$ cat src/rtl/qrf_pkg.sv
package qrf_pkg;

  localparam int BUS_BYTES = 4;
  localparam int BUS_W     = BUS_BYTES * 8;
  localparam int LG_W      = 2;

  typedef logic [LG_W-1:0] lg2_t;
  typedef logic [BUS_W-1:0] word_t;

  // Copy a per-device value into every device slice of the bank.
  function automatic word_t fill_bank(word_t per_dev, lg2_t dev_lg2, lg2_t bank_lg2);
    word_t r;
    int    src;
    r = '0;
    for (int j = 0; j < BUS_BYTES; j++) begin
      src = j & ((1 << dev_lg2) - 1);
      if (j < (1 << bank_lg2)) r[j*8 +: 8] = per_dev[src*8 +: 8];
    end
    return r;
  endfunction

endpackage

$ cat src/rtl/qrf_index.sv
module qrf_index
  import qrf_pkg::*;
#(
  parameter int ADDR_W = 16
) (
  input  logic [ADDR_W-1:0] off,
  input  logic              legacy,
  input  lg2_t              bank_lg2,
  input  lg2_t              dev_lg2,
  input  lg2_t              max_lg2,
  output logic [ADDR_W-1:0] idx,
  output logic              cfg_ok
);

  logic [2:0] shamt;

  always_comb begin
    cfg_ok = legacy || (dev_lg2 <= max_lg2);
    shamt  = '0;
    if (!legacy && cfg_ok)
      shamt = 3'(bank_lg2) + 3'(max_lg2) - 3'(dev_lg2);
    if (legacy)
      idx = {{(ADDR_W-8){1'b0}}, off[7:0]} >> bank_lg2;
    else
      idx = off >> shamt;
  end

endmodule

$ cat src/rtl/qrf_slice.sv
module qrf_slice
  import qrf_pkg::*;
#(
  parameter int                     ADDR_W    = 16,
  parameter int                     TBL_DEPTH = 82,
  parameter logic [TBL_DEPTH*8-1:0] TBL_INIT  = '0,
  parameter logic [15:0]            MAN_ID    = 16'h0000,
  parameter logic [15:0]            DEV_ID    = 16'h0000
) (
  input  logic [ADDR_W-1:0] idx,
  input  logic              ident,
  input  logic              legacy,
  input  logic              cfg_ok,
  input  lg2_t              bank_lg2,
  input  lg2_t              dev_lg2,
  input  lg2_t              max_lg2,
  output word_t             val
);

  localparam int IDX_W = $clog2(TBL_DEPTH);

  logic [7:0]       rom [TBL_DEPTH];
  logic             in_range;
  logic [7:0]       tbyte;
  logic [15:0]      id_sel;
  logic [IDX_W-1:0] idx_s;

  for (genvar i = 0; i < TBL_DEPTH; i++) begin : g_rom
    assign rom[i] = TBL_INIT[i*8 +: 8];
  end

  always_comb begin
    in_range = (idx < ADDR_W'(TBL_DEPTH));
    idx_s    = idx[IDX_W-1:0];
    tbyte    = in_range ? rom[idx_s] : 8'h00;
    if (legacy)
      id_sel = (idx == '0) ? MAN_ID : (idx == ADDR_W'(1)) ? DEV_ID : 16'h0000;
    else
      id_sel = (idx[7:0] == 8'd0) ? MAN_ID : (idx[7:0] == 8'd1) ? DEV_ID : 16'h0000;

    val = '0;
    if (legacy)
      val = ident ? word_t'(id_sel) : word_t'(tbyte);
    else if (!cfg_ok)
      val = '0;
    else if (ident)
      val = fill_bank(word_t'(id_sel), dev_lg2, bank_lg2);
    else if (dev_lg2 < max_lg2)
      val = (dev_lg2 == '0) ? fill_bank({BUS_BYTES{tbyte}}, '0, bank_lg2) : '0;
    else
      val = fill_bank(word_t'(tbyte), dev_lg2, bank_lg2);
  end

endmodule

$ cat src/rtl/qry_resp_fmt.sv
module qry_resp_fmt
  import qrf_pkg::*;
#(
  parameter int                     ADDR_W    = 16,
  parameter int                     TBL_DEPTH = 82,
  parameter logic [TBL_DEPTH*8-1:0] TBL_INIT  = '0,
  parameter logic [15:0]            MAN_ID    = 16'h0089,
  parameter logic [15:0]            DEV_ID    = 16'h0018
) (
  input  logic              clk,
  input  logic              rst_n,
  input  logic              rd_en,
  input  logic              rd_ident,
  input  logic [ADDR_W-1:0] rd_offset,
  input  logic [1:0]        rd_size_lg2,
  input  logic              cfg_legacy,
  input  logic [1:0]        cfg_bank_lg2,
  input  logic [1:0]        cfg_dev_lg2,
  input  logic [1:0]        cfg_max_lg2,
  output logic              rd_valid,
  output logic [31:0]       rd_data
);

  localparam int NSLICE = BUS_BYTES;

  logic [ADDR_W-1:0] s_off [NSLICE];
  logic [ADDR_W-1:0] s_idx [NSLICE];
  logic              s_ok  [NSLICE];
  word_t             s_val [NSLICE];

  word_t word;
  word_t size_mask;
  word_t data_d;
  logic  valid_d;

  for (genvar k = 0; k < NSLICE; k++) begin : g_slice
    assign s_off[k] = rd_offset + (ADDR_W'(k) << cfg_bank_lg2);

    qrf_index #(.ADDR_W(ADDR_W)) u_idx (
      .off      (s_off[k]),
      .legacy   (cfg_legacy),
      .bank_lg2 (cfg_bank_lg2),
      .dev_lg2  (cfg_dev_lg2),
      .max_lg2  (cfg_max_lg2),
      .idx      (s_idx[k]),
      .cfg_ok   (s_ok[k])
    );

    qrf_slice #(
      .ADDR_W    (ADDR_W),
      .TBL_DEPTH (TBL_DEPTH),
      .TBL_INIT  (TBL_INIT),
      .MAN_ID    (MAN_ID),
      .DEV_ID    (DEV_ID)
    ) u_fmt (
      .idx      (s_idx[k]),
      .ident    (rd_ident),
      .legacy   (cfg_legacy),
      .cfg_ok   (s_ok[k]),
      .bank_lg2 (cfg_bank_lg2),
      .dev_lg2  (cfg_dev_lg2),
      .max_lg2  (cfg_max_lg2),
      .val      (s_val[k])
    );
  end

  // Pack bank-width slices from the low end and trim to the read size.
  always_comb begin
    word = '0;
    if (cfg_legacy)
      word = s_val[0];
    else
      for (int k = 0; k < NSLICE; k++)
        if ((k << cfg_bank_lg2) < (1 << rd_size_lg2))
          word = word | (s_val[k] << ((k << cfg_bank_lg2) * 8));
    for (int j = 0; j < BUS_BYTES; j++)
      size_mask[j*8 +: 8] = (j < (1 << rd_size_lg2)) ? 8'hFF : 8'h00;
  end

  always_comb begin
    valid_d = rd_en;
    data_d  = rd_en ? (word & size_mask) : rd_data;
  end

  always_ff @(posedge clk or negedge rst_n) begin
    if (!rst_n) begin
      rd_valid <= 1'b0;
      rd_data  <= '0;
    end else begin
      rd_valid <= valid_d;
      rd_data  <= data_d;
    end
  end

  AST_VALID_LATENCY: assert property (@(posedge clk) disable iff (!rst_n)
    rd_en |=> rd_valid);
  AST_IDLE_HOLD: assert property (@(posedge clk) disable iff (!rst_n)
    !rd_en |=> (!rd_valid && $stable(rd_data)));
  AST_CFG_LEGAL: assert property (@(posedge clk) disable iff (!rst_n)
    rd_en |-> (cfg_bank_lg2 <= 2 && cfg_dev_lg2 <= 2 && cfg_max_lg2 <= 2 && rd_size_lg2 <= 2));
  AST_OOR_ZERO: assert property (@(posedge clk) disable iff (!rst_n)
    (rd_en && !rd_ident && !cfg_legacy && s_idx[0] >= ADDR_W'(TBL_DEPTH)) |-> (s_val[0] == '0));
  AST_BAD_MIX_ZERO: assert property (@(posedge clk) disable iff (!rst_n)
    (rd_en && !cfg_legacy && cfg_dev_lg2 > cfg_max_lg2) |-> (s_val[0] == '0));
  AST_X8_REPEAT: assert property (@(posedge clk) disable iff (!rst_n)
    (rd_en && !rd_ident && !cfg_legacy && cfg_dev_lg2 == 2'd0 && cfg_max_lg2 != 2'd0 && cfg_bank_lg2 == 2'd2)
      |-> (s_val[0][7:0] == s_val[0][15:8] && s_val[0][15:8] == s_val[0][23:16]
           && s_val[0][23:16] == s_val[0][31:24]));
  AST_NARROW_TRIM: assert property (@(posedge clk) disable iff (!rst_n)
    (rd_en && rd_size_lg2 == 2'd0) |=> (rd_data[31:8] == '0));

endmodule

$ cat config.mk
export PLATFORM = sky130hd
export DESIGN_NAME = qry_resp_fmt
export DESIGN_NICKNAME = d
export VERILOG_FILES = /design/src/rtl/qrf_pkg.sv /design/src/rtl/qrf_index.sv /design/src/rtl/qrf_slice.sv /design/src/rtl/qry_resp_fmt.sv
export SDC_FILE = /design/constraint.sdc
export NUM_CORES = 1
export LEC_CHECK = 0
export BUFFER_PORTS_ARGS = -buffer_cell sky130_fd_sc_hd__buf_4
export CORE_ASPECT_RATIO = 1.4
export CORE_MARGIN = 4
export CORE_UTILIZATION = 30
export CTS_CLUSTER_SIZE = 24
export DETAILED_ROUTE_END_ITERATION = 6
export HOLD_SLACK_MARGIN = 0.06
export PLACE_DENSITY = 0.5
export SLEW_MARGIN = 25
export SYNTH_ARGS = -nofsm -noshare
export SYNTH_HDL_FRONTEND = slang
export SYNTH_HIERARCHICAL = 1
export SYNTH_SLANG_ARGS = --single-unit
$ cat constraint.sdc
create_clock -name clk -period 2.1 [get_ports clk]
set_clock_uncertainty 0.15 [all_clocks]
set_input_delay 0.21 -clock clk [delete_from_list [all_inputs] [get_ports clk]]
set_output_delay 0.21 -clock clk [all_outputs]
set_load 0.02 [all_outputs]
==> impl_metrics.csv <==
group,metric,value,unit
sta,holdWs,0.251,ns
logic_synthesis,syn_avg_cell_area,7.35,sq um
drt,dr.pass1.iters,5,
clocking,cts_buffers,5,
final_layout,syn_to_final_growth,50.7,%
placement,io_buffers,61,
global_routing,antenna_found_initial,1,
final_layout,final_util,0.458,
sta,maxSlewViolCount,0,
sta,worst_slack,-2.07,ns
worst_setup_path,end_kind,"flop",
clocking,cts.clk_slew.worst_paths,0.06,ns
worst_setup_path,slowest_delay,0.33,ns
global_routing,grt_start_max_net_pins,37,
logic_synthesis,syn_inst,1410,
final_layout,instances_no_fill,2252,
worst_setup_path,cp_max_fo,5,
placement,post-place-ws,-2.51,ns
clocking,insertion_delay,0.28,ns
clocking,clockBufferDepth,2,
global_routing,first_global_vias,12600,
pwr,powerDensity,455,mW/mm^2
floorplanning,ioPinCount,62,
floorplanning,num_rows,80,
floorplanning,die-area,0.0376,sq mm
global_routing,grt_overflow,0,
drt,wl_per_cell,19.3,um
clocking,root_buffer,"clkbuf_16",
floorplanning,die_y,228,um
final_layout,final_area,0.0156,sq mm
sta,worstMarginPinSlew,0.696,ns
hold_path,hold_class,"input pin to flop",
drt,met1_length,16600,um
drt,dr_wl_met2,22600,um
pwr,power_leakage,0.00675,uW
final_layout,final_nets,1874,
sta,fmaxAchievable,240,MHz
sta,period_needed,4.17,ns
drt,highest_layer,"met4",
floorplanning,die_w,165,um
clocking,cts_num_sinks,33,
logic_synthesis,synth_warnings,6,
pwr,ir_drop,0.000421,V
status,violations,"setup timing",
placement,place_hpwl,33500,um
clocking,h-tree-depth,2,
worst_setup_path,timing_worst_setup_path_type,"input pin to flop",
drt,routed_via_density,5.53,
drt,num_vias,12400,
worst_setup_path,path_delay_family,"compound AO/OA/AOI/OAI gates",
sta,fin_crit_sh,1.99,
sta,final-hold-violation-count,0,
drt,wirelength,43400,um
sta,finalSetupViolations,23,
placement,place_congestion,0.933,
drt,drc_errors,0,
clocking,tritoncts,"built",
worst_setup_path,path_cells,"buf_8, clkinvlp_4, ha_4, ha_4, buf_4, ha_2, o21ai_2, a21oi_2, buf_4, buf_4, nand3_1, xnor2_2, o32ai_2, a31oi_1, a211o_1, nor4_4, nand2_4, buf_12, nor3_4, buf_4, buf_6, mux2i_4, nor3_2, a221o_1",
worst_setup_path,cp_slowest_cell,"a211o_1",
global_routing,grt_pass1_wl,67800,um
placement,place_inst,2181,
worst_setup_path,path_buf_inv,8,
placement,place_area,0.0139,sq mm
floorplanning,core-area,0.0341,sq mm
sta,relSlewSlack,0.535,
final_layout,layout-drive-gt1-share,0.425,
sta,rsz0062_at_grt,"true",
drt,ant_nets,0,
job,cap_violations,0,
worst_setup_path,worstPathArrival,4.24,ns
drt,wl_met3,1380,um
logic_synthesis,netlist_area,0.0104,sq mm
worst_setup_path,cp_common_cell,"buf_4",
worst_setup_path,critPathLaunchType,"input pin",
status,status,"complete, but fails checks",
worst_setup_path,crit_required,2.17,ns
global_routing,track_usage,0.222,
floorplanning,start_util,0.304,
drt,drt-initial-drc-count,790,
==> state kept, by name, summed over array words and instances, names as in the netlist <==
name      count
rd_data      32
rd_valid      1
==> final timing paths <==
path	from	to	slack (ns)	depth (start not counted)
worst min register to register	rd_data[3]	rd_data[3]	0.42	2
min in group asynchronous	rst_n	rd_data[17]	0.27	2
max in group asynchronous	rst_n	rd_data[1]	1.18	2
worst max register to register	rd_data[27]	rd_data[27]	0.89	3
worst min-delay path	rd_en	rd_valid	0.25	2
worst max-delay path	cfg_bank_lg2[1]	rd_data[15]	-2.07	24
==> placed cells by master, fill, tap and decap left out, drive strengths merged, types with 10 or more instances in the layout <==
master / n
nor4: 12
o21a: 17
conb: 56
a21oi: 62
a31oi: 26
a21o: 19
o32ai: 18
dfrtp: 33
nand3: 43
nand2: 109
inv: 66
nor2b: 35
ha: 36
a221oi: 10
o211ai: 28
o21bai: 16
o21ai: 85
o2111ai: 20
or2: 14
o22ai: 32
a221o: 22
a211oi: 31
o31ai: 10
xnor2: 30
xor2: 19
nor3: 31
nor2: 91
nand2b: 62
mux2i: 60
a22o: 13
or3: 13
buf: 507
o32a: 14
mux2: 27
==> repair_timing <==
item	in CTS	in global routing
resized for setup	136	77
buffers inserted	47	15
cloned	3	0
hold buffers	1	0
pin swaps	79	55
setup endpoints to repair	23	23
hold endpoints to repair	33	0
==> per-layer routing <==
layer | global-route usage | vias up
li1 | - | 5943
met1 | 0.249 | 5978
met2 | 0.407 | 375
met3 | 0.0141 | 148
met4 | 0.127 | 0
met5 | 0 | -
==> metrics by stage <==
step	setup TNS, ns	power (uW)
final	-32.71	7110
after global routing	-36.11	7570
after CTS	-31.46	6840
after detailed placement	-43.39	5650
after global placement	-42.16	5630
after floorplan	-28.36	3790
==> area by class of cell <==
type                       instances  area [sq um]
antenna                            1          2.50
inverter                          67           260
multi-input combinational       1182          9560
sequential                        33           826
timing repair buffer             511          4260
clock buffer                       7           143
fill                            3379         18500
tap                              451           564
==> where the power goes <==
part / leakage (uW) / total, uW / internal, uW / switching, uW
combinational: 0.00624 / 5660 / 2700 / 2960
sequential: 0.000434 / 704 / 679 / 25.1
clock: 0.0000700 / 741 / 466 / 275
Note: power is estimated with default switching activity, not from simulation.
